`src/rtl/dbr_pkg.sv`:
```
package dbr_pkg;
  localparam int unsigned NUM_CH = 4;
  localparam int unsigned IDX_W  = 4;
  localparam int unsigned CH_W   = 2;

  typedef enum logic {
    SEL_ADDR = 1'b0,
    SEL_CNT  = 1'b1
  } reg_sel_e;
endpackage

```
`src/rtl/dbr_byte_pointer.sv`:
```
module dbr_byte_pointer (
  input  logic clk,
  input  logic rst_n,
  input  logic step,
  input  logic clear,
  output logic ptr_q
);
  logic ptr_d;

  always_comb begin
    ptr_d = ptr_q;
    if (clear)     ptr_d = 1'b0;
    else if (step) ptr_d = ~ptr_q;
  end

  always_ff @(posedge clk or negedge rst_n) begin
    if (!rst_n) ptr_q <= 1'b0;
    else        ptr_q <= ptr_d;
  end
endmodule

```
`src/rtl/dbr_chan.sv`:
```
module dbr_chan
  import dbr_pkg::*;
#(
  parameter int unsigned WSHIFT = 0,
  parameter int unsigned VAL_W  = 16 + WSHIFT
) (
  input  logic             clk,
  input  logic             rst_n,
  input  logic             wr_en,
  input  reg_sel_e         wr_sel,
  input  logic             wr_hi,
  input  logic [7:0]       wdata,
  input  logic             dir_we,
  input  logic             dir_in,
  input  logic             prog_we,
  input  logic [VAL_W-1:0] prog_in,
  output logic [15:0]      base_cnt_q,
  output logic [VAL_W-1:0] cur_addr_q,
  output logic [VAL_W-1:0] prog_q,
  output logic             dir_q
);
  logic [15:0]      base_addr_q, base_addr_d, base_cnt_d;
  logic [VAL_W-1:0] cur_addr_d, prog_d;
  logic             dir_d;
  logic             en;

  always_comb begin
    base_addr_d = base_addr_q;
    base_cnt_d  = base_cnt_q;
    cur_addr_d  = cur_addr_q;
    prog_d      = prog_q;
    dir_d       = dir_q;
    if (dir_we)  dir_d  = dir_in;
    if (prog_we) prog_d = prog_in;
    if (wr_en) begin
      if (!wr_hi) begin
        if (wr_sel == SEL_ADDR) base_addr_d[7:0] = wdata;
        else                    base_cnt_d[7:0]  = wdata;
      end else begin
        if (wr_sel == SEL_ADDR) base_addr_d[15:8] = wdata;
        else                    base_cnt_d[15:8]  = wdata;
        // high byte completes the pair: reload, host write beats progress
        cur_addr_d = VAL_W'(base_addr_d) << WSHIFT;
        prog_d     = '0;
      end
    end
  end

  assign en = wr_en | dir_we | prog_we;

  always_ff @(posedge clk or negedge rst_n) begin
    if (!rst_n) begin
      base_addr_q <= '0;
      base_cnt_q  <= '0;
      cur_addr_q  <= '0;
      prog_q      <= '0;
      dir_q       <= 1'b0;
    end else if (en) begin
      base_addr_q <= base_addr_d;
      base_cnt_q  <= base_cnt_d;
      cur_addr_q  <= cur_addr_d;
      prog_q      <= prog_d;
      dir_q       <= dir_d;
    end
  end
endmodule

```
`src/rtl/dbr_readback.sv`:
```
module dbr_readback
  import dbr_pkg::*;
#(
  parameter int unsigned WSHIFT = 0,
  parameter int unsigned VAL_W  = 16 + WSHIFT
) (
  input  logic             valid,
  input  reg_sel_e         sel,
  input  logic             ptr,
  input  logic [15:0]      base_cnt,
  input  logic [VAL_W-1:0] cur_addr,
  input  logic [VAL_W-1:0] prog,
  input  logic             dir,
  output logic [7:0]       rb_byte
);
  logic [VAL_W-1:0] live_addr, remain, val, shifted;

  always_comb begin
    live_addr = dir ? (cur_addr - prog) : (cur_addr + prog);
    remain    = (VAL_W'(base_cnt) << WSHIFT) - prog;
    val       = (sel == SEL_CNT) ? remain : live_addr;
    shifted   = val >> (WSHIFT + (ptr ? 8 : 0));
    rb_byte   = valid ? shifted[7:0] : 8'h00;
  end
endmodule

```
`src/rtl/dma_chan_regs.sv`:
```
module dma_chan_regs
  import dbr_pkg::*;
#(
  parameter int unsigned WSHIFT = 0,
  localparam int unsigned PORT_W = IDX_W + WSHIFT,
  localparam int unsigned VAL_W  = 16 + WSHIFT
) (
  input  logic              clk,
  input  logic              rst_n,
  input  logic [PORT_W-1:0] host_port,
  input  logic              host_wr,
  input  logic              host_rd,
  input  logic [7:0]        host_wdata,
  output logic [7:0]        host_rdata,
  input  logic              ff_clear,
  input  logic              mode_we,
  input  logic [CH_W-1:0]   mode_chan,
  input  logic              mode_down,
  input  logic              prog_we,
  input  logic [CH_W-1:0]   prog_chan,
  input  logic [VAL_W-1:0]  prog_value
);
  logic [IDX_W-1:0] idx;
  logic             in_range;
  logic [CH_W-1:0]  chan;
  reg_sel_e         sel;
  logic             access;
  logic             byte_ptr;

  logic [15:0]      base_cnt_v [NUM_CH];
  logic [VAL_W-1:0] cur_addr_v [NUM_CH];
  logic [VAL_W-1:0] prog_v     [NUM_CH];
  logic             dir_v      [NUM_CH];

  assign idx      = host_port[WSHIFT +: IDX_W];
  assign in_range = ~idx[IDX_W-1];
  assign chan     = idx[CH_W:1];
  assign sel      = reg_sel_e'(idx[0]);
  assign access   = (host_wr | host_rd) & in_range;

  dbr_byte_pointer u_ptr (
    .clk   (clk),
    .rst_n (rst_n),
    .step  (access),
    .clear (ff_clear),
    .ptr_q (byte_ptr)
  );

  for (genvar c = 0; c < NUM_CH; c++) begin : g_ch
    dbr_chan #(.WSHIFT(WSHIFT), .VAL_W(VAL_W)) u_ch (
      .clk        (clk),
      .rst_n      (rst_n),
      .wr_en      (host_wr & in_range & (chan == CH_W'(c))),
      .wr_sel     (sel),
      .wr_hi      (byte_ptr),
      .wdata      (host_wdata),
      .dir_we     (mode_we & (mode_chan == CH_W'(c))),
      .dir_in     (mode_down),
      .prog_we    (prog_we & (prog_chan == CH_W'(c))),
      .prog_in    (prog_value),
      .base_cnt_q (base_cnt_v[c]),
      .cur_addr_q (cur_addr_v[c]),
      .prog_q     (prog_v[c]),
      .dir_q      (dir_v[c])
    );
  end

  dbr_readback #(.WSHIFT(WSHIFT), .VAL_W(VAL_W)) u_rb (
    .valid    (in_range),
    .sel      (sel),
    .ptr      (byte_ptr),
    .base_cnt (base_cnt_v[chan]),
    .cur_addr (cur_addr_v[chan]),
    .prog     (prog_v[chan]),
    .dir      (dir_v[chan]),
    .rb_byte  (host_rdata)
  );
endmodule

```
`config.mk`:
```
export PLATFORM = sky130hd
export DESIGN_NAME = dma_chan_regs
export DESIGN_NICKNAME = d
export VERILOG_FILES = /design/src/rtl/dbr_pkg.sv /design/src/rtl/dbr_byte_pointer.sv /design/src/rtl/dbr_chan.sv /design/src/rtl/dbr_readback.sv /design/src/rtl/dma_chan_regs.sv
export SDC_FILE = /design/constraint.sdc
export NUM_CORES = 1
export LEC_CHECK = 0
export BUFFER_PORTS_ARGS = -buffer_cell sky130_fd_sc_hd__buf_2
export CORE_MARGIN = 2
export CORE_UTILIZATION = 25
export DETAILED_ROUTE_END_ITERATION = 10
export SKIP_LAST_GASP = 1
export SYNTH_ARGS = -nofsm -noshare
export SYNTH_HDL_FRONTEND = slang
export SYNTH_SLANG_ARGS = --single-unit
```
`constraint.sdc`:
```
create_clock -name clk -period 9.9 [get_ports clk]
set_input_delay 0.99 -clock clk [delete_from_list [all_inputs] [get_ports clk]]
set_output_delay 0.99 -clock clk [all_outputs]
set_load 0.01 [all_outputs]
```
==> flow_summary.toml <==
[logic_synthesis]
yosys.area_share.xor_xnor = 0.0288
combinational_family_with_the_most_area_after_synthesis = "multiplexers"
postSynthRegisterBits = 229
share_of_the_synthesized_area_in_the_top_cell_type = 0.482
synthAdderAreaFrac = 0.0360
synthMuxAreaShare = 0.258
synthArstFlopShare = 1.00
complex_gate_fraction_of_the_synthesized_area = 0.0686
synthTopCellsByArea = "sky130_fd_sc_hd__dfrtp_1 (48%), sky130_fd_sc_hd__mux2_2 (12%), sky130_fd_sc_hd__mux4_2 (9.3%)"
yosys_warnings = 0
yosys.area.top_type = "sky130_fd_sc_hd__dfrtp_1"
yosysSeqAreaShare = 0.482
netlist-cell-type-count = 57
number_of_instances_in_the_synthesized_netlist = 993
postSynth.topFlopCell = "sky130_fd_sc_hd__dfrtp_1"
synth_area_per_cell_um2 = 12.0
yosys.area_share.simple = 0.0990
synth_area_um2 = 11900
synth_edf_count = 0
synthesis.nets = 1066

[floorplan]
floorplan.die.width_um = 222
area_of_the_core_um2 = 46800
initial_core_util = 0.254
dieHeight_um = 222
ioPinCount = 48
placementRows = 79
dieArea_um2 = 49300

[critical_path]
critical-path-slowest-cell = "sky130_fd_sc_hd__mux4_1"
startpoint_type = "input pin"
cp_cell_sequence = "buf_4, buf_4, mux4_1, nor2b_1, a41oi_1, xnor2_1, ha_1, a21oi_1, nand2_1, o21ai_1, o311ai_1, a221oi_1, xnor2_1, o22ai_1, a311oi_1, buf_2"
timing_worst_setup_path_type = "in -> out"
cp_data_required_time_ps = 8910
path_max_fanout = 27
cp_data_arrival_time_ps = 5900
worst_setup_path_end_kind = "output pin"
critical-path-max-stage-delay_ps = 710

[power_and_ir_drop]
cell_internal_pwr_mw = 2.11
share_clk_of_total_power = 0.324
power.static_leakage_nw = 6.06
pwr_density_cell_nw_per_um2 = 223
totalPowerFinal_mw = 3.03
seq_power_share = 0.392
p_switching_mw = 0.922
netSwitchingFraction = 0.304
irDropWorstVdd_uv = 128
comb_power_share = 0.284

[flow_run]
maxCapViolCount = 0

[grt]
grt_pass1_vias = 8158
grt_pass1_wl_um = 48600
grt_overflow = 0
grt.total_usage = 0.126
grt_start_max_net_pins = 119
antenna_violations_before_repair = 2

[drt]
route.detailed.wl_per_inst_um = 18.7
detailroute.via_count = 7840
drt_drc_violations_left = 0
dr.first_iter.drc_count = 502
ant_nets = 0
drt-vias-per-instance = 4.76
postRouteWirelength_um = 30800
router_iterations_before_antenna_repair = 5

[sta]
final_hold_viol_count = 0
timing.final.max_slew_violations = 0
grt_setup_unrepaired = "no"
finalCriticalPeriod_ps = 6890
final-setup-viol-count = 0
transition_time_at_the_pin_with_the_least_slew_margin_ps = 911
layout_worst_path_cycle_share = 0.696
skew_ps = 10.3
setup_tns_ps = 0
fmax_mhz = 145
max_slew_margin = 0.390

[clocking]
clock_path_buffers = 3
cts_buffers = 25
htree_levels = 1
cts_tree = "done"
cts_setup_buffers = 0
clk_transition_reported_paths_ps = 60
cts_resized = 0
clock-root-buffer = "sky130_fd_sc_hd__clkbuf_16"
worst_skew_pair.late_latency_ps = 530
tritoncts_num_sinks = 229
postCtsHoldBufs = 0

[layout]
final_nets = 1094
flow.area_growth_from_synthesis_pct = 14.3
n_antenna_cell = 0
share_of_cells_above_drive_strength_1 = 0.278

[place]
hpwl_um = 21100
numPortBuffers = 47
finalWeightedCongestion = 0.847

[worst_hold_path]
hold_wc_path_type = "reg -> reg"

[outcome]
status = "finished clean"
==> final timing paths <==
| path | start | end | slack, ps | cells past startpoint |
|---|---|---|---|---|
| max | host_port[1] | host_rdata[7] | 3010 | 16 |
| min | g_ch[3].u_ch.base_addr_q[2]$_DFFE_PN0P_ | g_ch[3].u_ch.cur_addr_q[2]$_DFFE_PN0P_ | 480 | 1 |
| max reg2reg | u_ptr.ptr_q$_DFFE_PN0P_ | g_ch[2].u_ch.base_addr_q[12]$_DFFE_PN0P_ | 7190 | 3 |
| min reg2reg | g_ch[3].u_ch.base_addr_q[2]$_DFFE_PN0P_ | g_ch[3].u_ch.cur_addr_q[2]$_DFFE_PN0P_ | 480 | 1 |
| max in group asynchronous | rst_n | g_ch[0].u_ch.prog_q[6]$_DFFE_PN0N_ | 7300 | 3 |
| min in group asynchronous | rst_n | g_ch[2].u_ch.base_cnt_q[0]$_DFFE_PN0P_ | 540 | 1 |
==> stage by stage <==
step	cell area, µm²	worst slack (ps)	cells	hold WS (ps)	util
final	13600	3010	1646	481	0.291
after global routing	13600	2560	1646	499	0.291
after CTS	13600	2960	1646	486	0.291
after floorplan	11900	4360	993	452	-
after detailed placement	12700	2970	1601	471	0.272
after global placement	12700	3040	1601	465	0.272
==> cell families after synthesis <==
kind of cell | Yosys count
compound gates | 139
mux | 219
simple gates | 257
buf+inv | 77
fa+ha+maj | 33
xor+xnor | 39
flops | 229
==> metal layers <==
| metal | track usage | vias to the layer above | wire length, µm |
|---|---|---|---|
| met4 | 0.0272 | 4 | 506 |
| met2 | 0.221 | 151 | 15500 |
| met1 | 0.165 | 4015 | 13700 |
| met5 | 0 | - | 33 |
| met3 | 0.0164 | 43 | 1140 |
| li1 | - | 3627 | - |
==> critical path: cells and delay by family <==
| kind | cells | cell delay, ps |
|---|---|---|
| fa+ha+maj | 1 | 340 |
| mux | 1 | 710 |
| xor+xnor | 2 | 320 |
| simple gates | 2 | 410 |
| buf+inv | 3 | 1240 |
| compound gates | 7 | 1820 |
==> power groups by stage <==
stage          Combinational (mW)  Sequential (mW)  Clock (mW)
2_1_floorplan               0.653             1.17           0
3_3_place_gp                0.844             1.19           0
3_5_place_dp                0.861             1.20           0
4_1_cts                     0.866             1.19        1.00
5_1_grt                     0.951             1.21        1.04
6_report                    0.860             1.19       0.982
==> Yosys cell counts, types with 2 or more instances <==
library cell               number
sky130_fd_sc_hd__or2_2          3
sky130_fd_sc_hd__a21o_1         3
sky130_fd_sc_hd__buf_2         13
sky130_fd_sc_hd__nor3_2         2
sky130_fd_sc_hd__a31oi_1       11
sky130_fd_sc_hd__a311oi_1       2
sky130_fd_sc_hd__a21oi_1       81
sky130_fd_sc_hd__clkbuf_1      29
sky130_fd_sc_hd__o211ai_1       3
sky130_fd_sc_hd__a211oi_1       5
sky130_fd_sc_hd__or3_1          4
sky130_fd_sc_hd__buf_1          9
sky130_fd_sc_hd__nor3_1        10
sky130_fd_sc_hd__nand3_1        7
sky130_fd_sc_hd__dfrtp_1      229
sky130_fd_sc_hd__o21a_1         7
sky130_fd_sc_hd__mux2_2       127
sky130_fd_sc_hd__nor3b_1        4
sky130_fd_sc_hd__and2_1         5
sky130_fd_sc_hd__ha_1          31
sky130_fd_sc_hd__nand4_1        2
sky130_fd_sc_hd__xnor2_1       26
sky130_fd_sc_hd__o21ai_1        3
sky130_fd_sc_hd__nor4_4         2
sky130_fd_sc_hd__mux4_1         3
sky130_fd_sc_hd__mux4_2        49
sky130_fd_sc_hd__nand2b_1       5
sky130_fd_sc_hd__o21ai_0       10
sky130_fd_sc_hd__and3_1         9
sky130_fd_sc_hd__xor2_1        13
sky130_fd_sc_hd__nor2b_1        5
sky130_fd_sc_hd__fa_1           2
sky130_fd_sc_hd__o21bai_1       2
sky130_fd_sc_hd__o31ai_1        2
sky130_fd_sc_hd__buf_6          3
sky130_fd_sc_hd__mux2_1        39
sky130_fd_sc_hd__inv_1         23
sky130_fd_sc_hd__nand2_1      161
sky130_fd_sc_hd__a41oi_1        2
sky130_fd_sc_hd__nand3b_1       3
sky130_fd_sc_hd__nor2_1        28
==> cell type report <==
type	instances	area (µm²)
fillers	4723	33200
multi-input cells	687	5830
flip-flops and latches	229	5730
well taps	607	759
clock buffers	29	671
repair buffers	55	308
clock inverters	16	200
inverters	23	86.3
==> registers in the layout (all words and copies together) (netlist names) <==
signal                 count
g_ch.u_ch.prog_q          64
u_ptr.ptr_q                1
g_ch.u_ch.dir_q            4
g_ch.u_ch.base_cnt_q      64
g_ch.u_ch.base_addr_q     64
g_ch.u_ch.cur_addr_q      32
==> layout by cell type, fill, tap and decap left out, types with 4 or more instances in the layout <==
cell / Yosys / layout
sky130_fd_sc_hd__a211oi_1: 5 / 5
sky130_fd_sc_hd__a21oi_1: 81 / 81
sky130_fd_sc_hd__a31oi_1: 11 / 11
sky130_fd_sc_hd__and3_1: 9 / 9
sky130_fd_sc_hd__buf_2: 13 / 45
sky130_fd_sc_hd__buf_4: 0 / 9
sky130_fd_sc_hd__bufinv_16: 0 / 4
sky130_fd_sc_hd__clkbuf_16: 0 / 25
sky130_fd_sc_hd__clkinv_2: 0 / 6
sky130_fd_sc_hd__dfrtp_1: 229 / 229
sky130_fd_sc_hd__ha_1: 31 / 31
sky130_fd_sc_hd__inv_1: 23 / 23
sky130_fd_sc_hd__mux2_1: 39 / 39
sky130_fd_sc_hd__mux2_2: 127 / 127
sky130_fd_sc_hd__mux4_2: 49 / 49
sky130_fd_sc_hd__nand2_1: 161 / 161
sky130_fd_sc_hd__nand2b_1: 5 / 5
sky130_fd_sc_hd__nand3_1: 7 / 7
sky130_fd_sc_hd__nor2_1: 28 / 28
sky130_fd_sc_hd__nor2b_1: 5 / 5
sky130_fd_sc_hd__nor3_1: 10 / 10
sky130_fd_sc_hd__o21a_1: 7 / 7
sky130_fd_sc_hd__o21ai_0: 10 / 10
sky130_fd_sc_hd__or3_1: 4 / 4
sky130_fd_sc_hd__xnor2_1: 26 / 26
sky130_fd_sc_hd__xor2_1: 13 / 13
No activity file was read; power rests on OpenSTA's default activity.
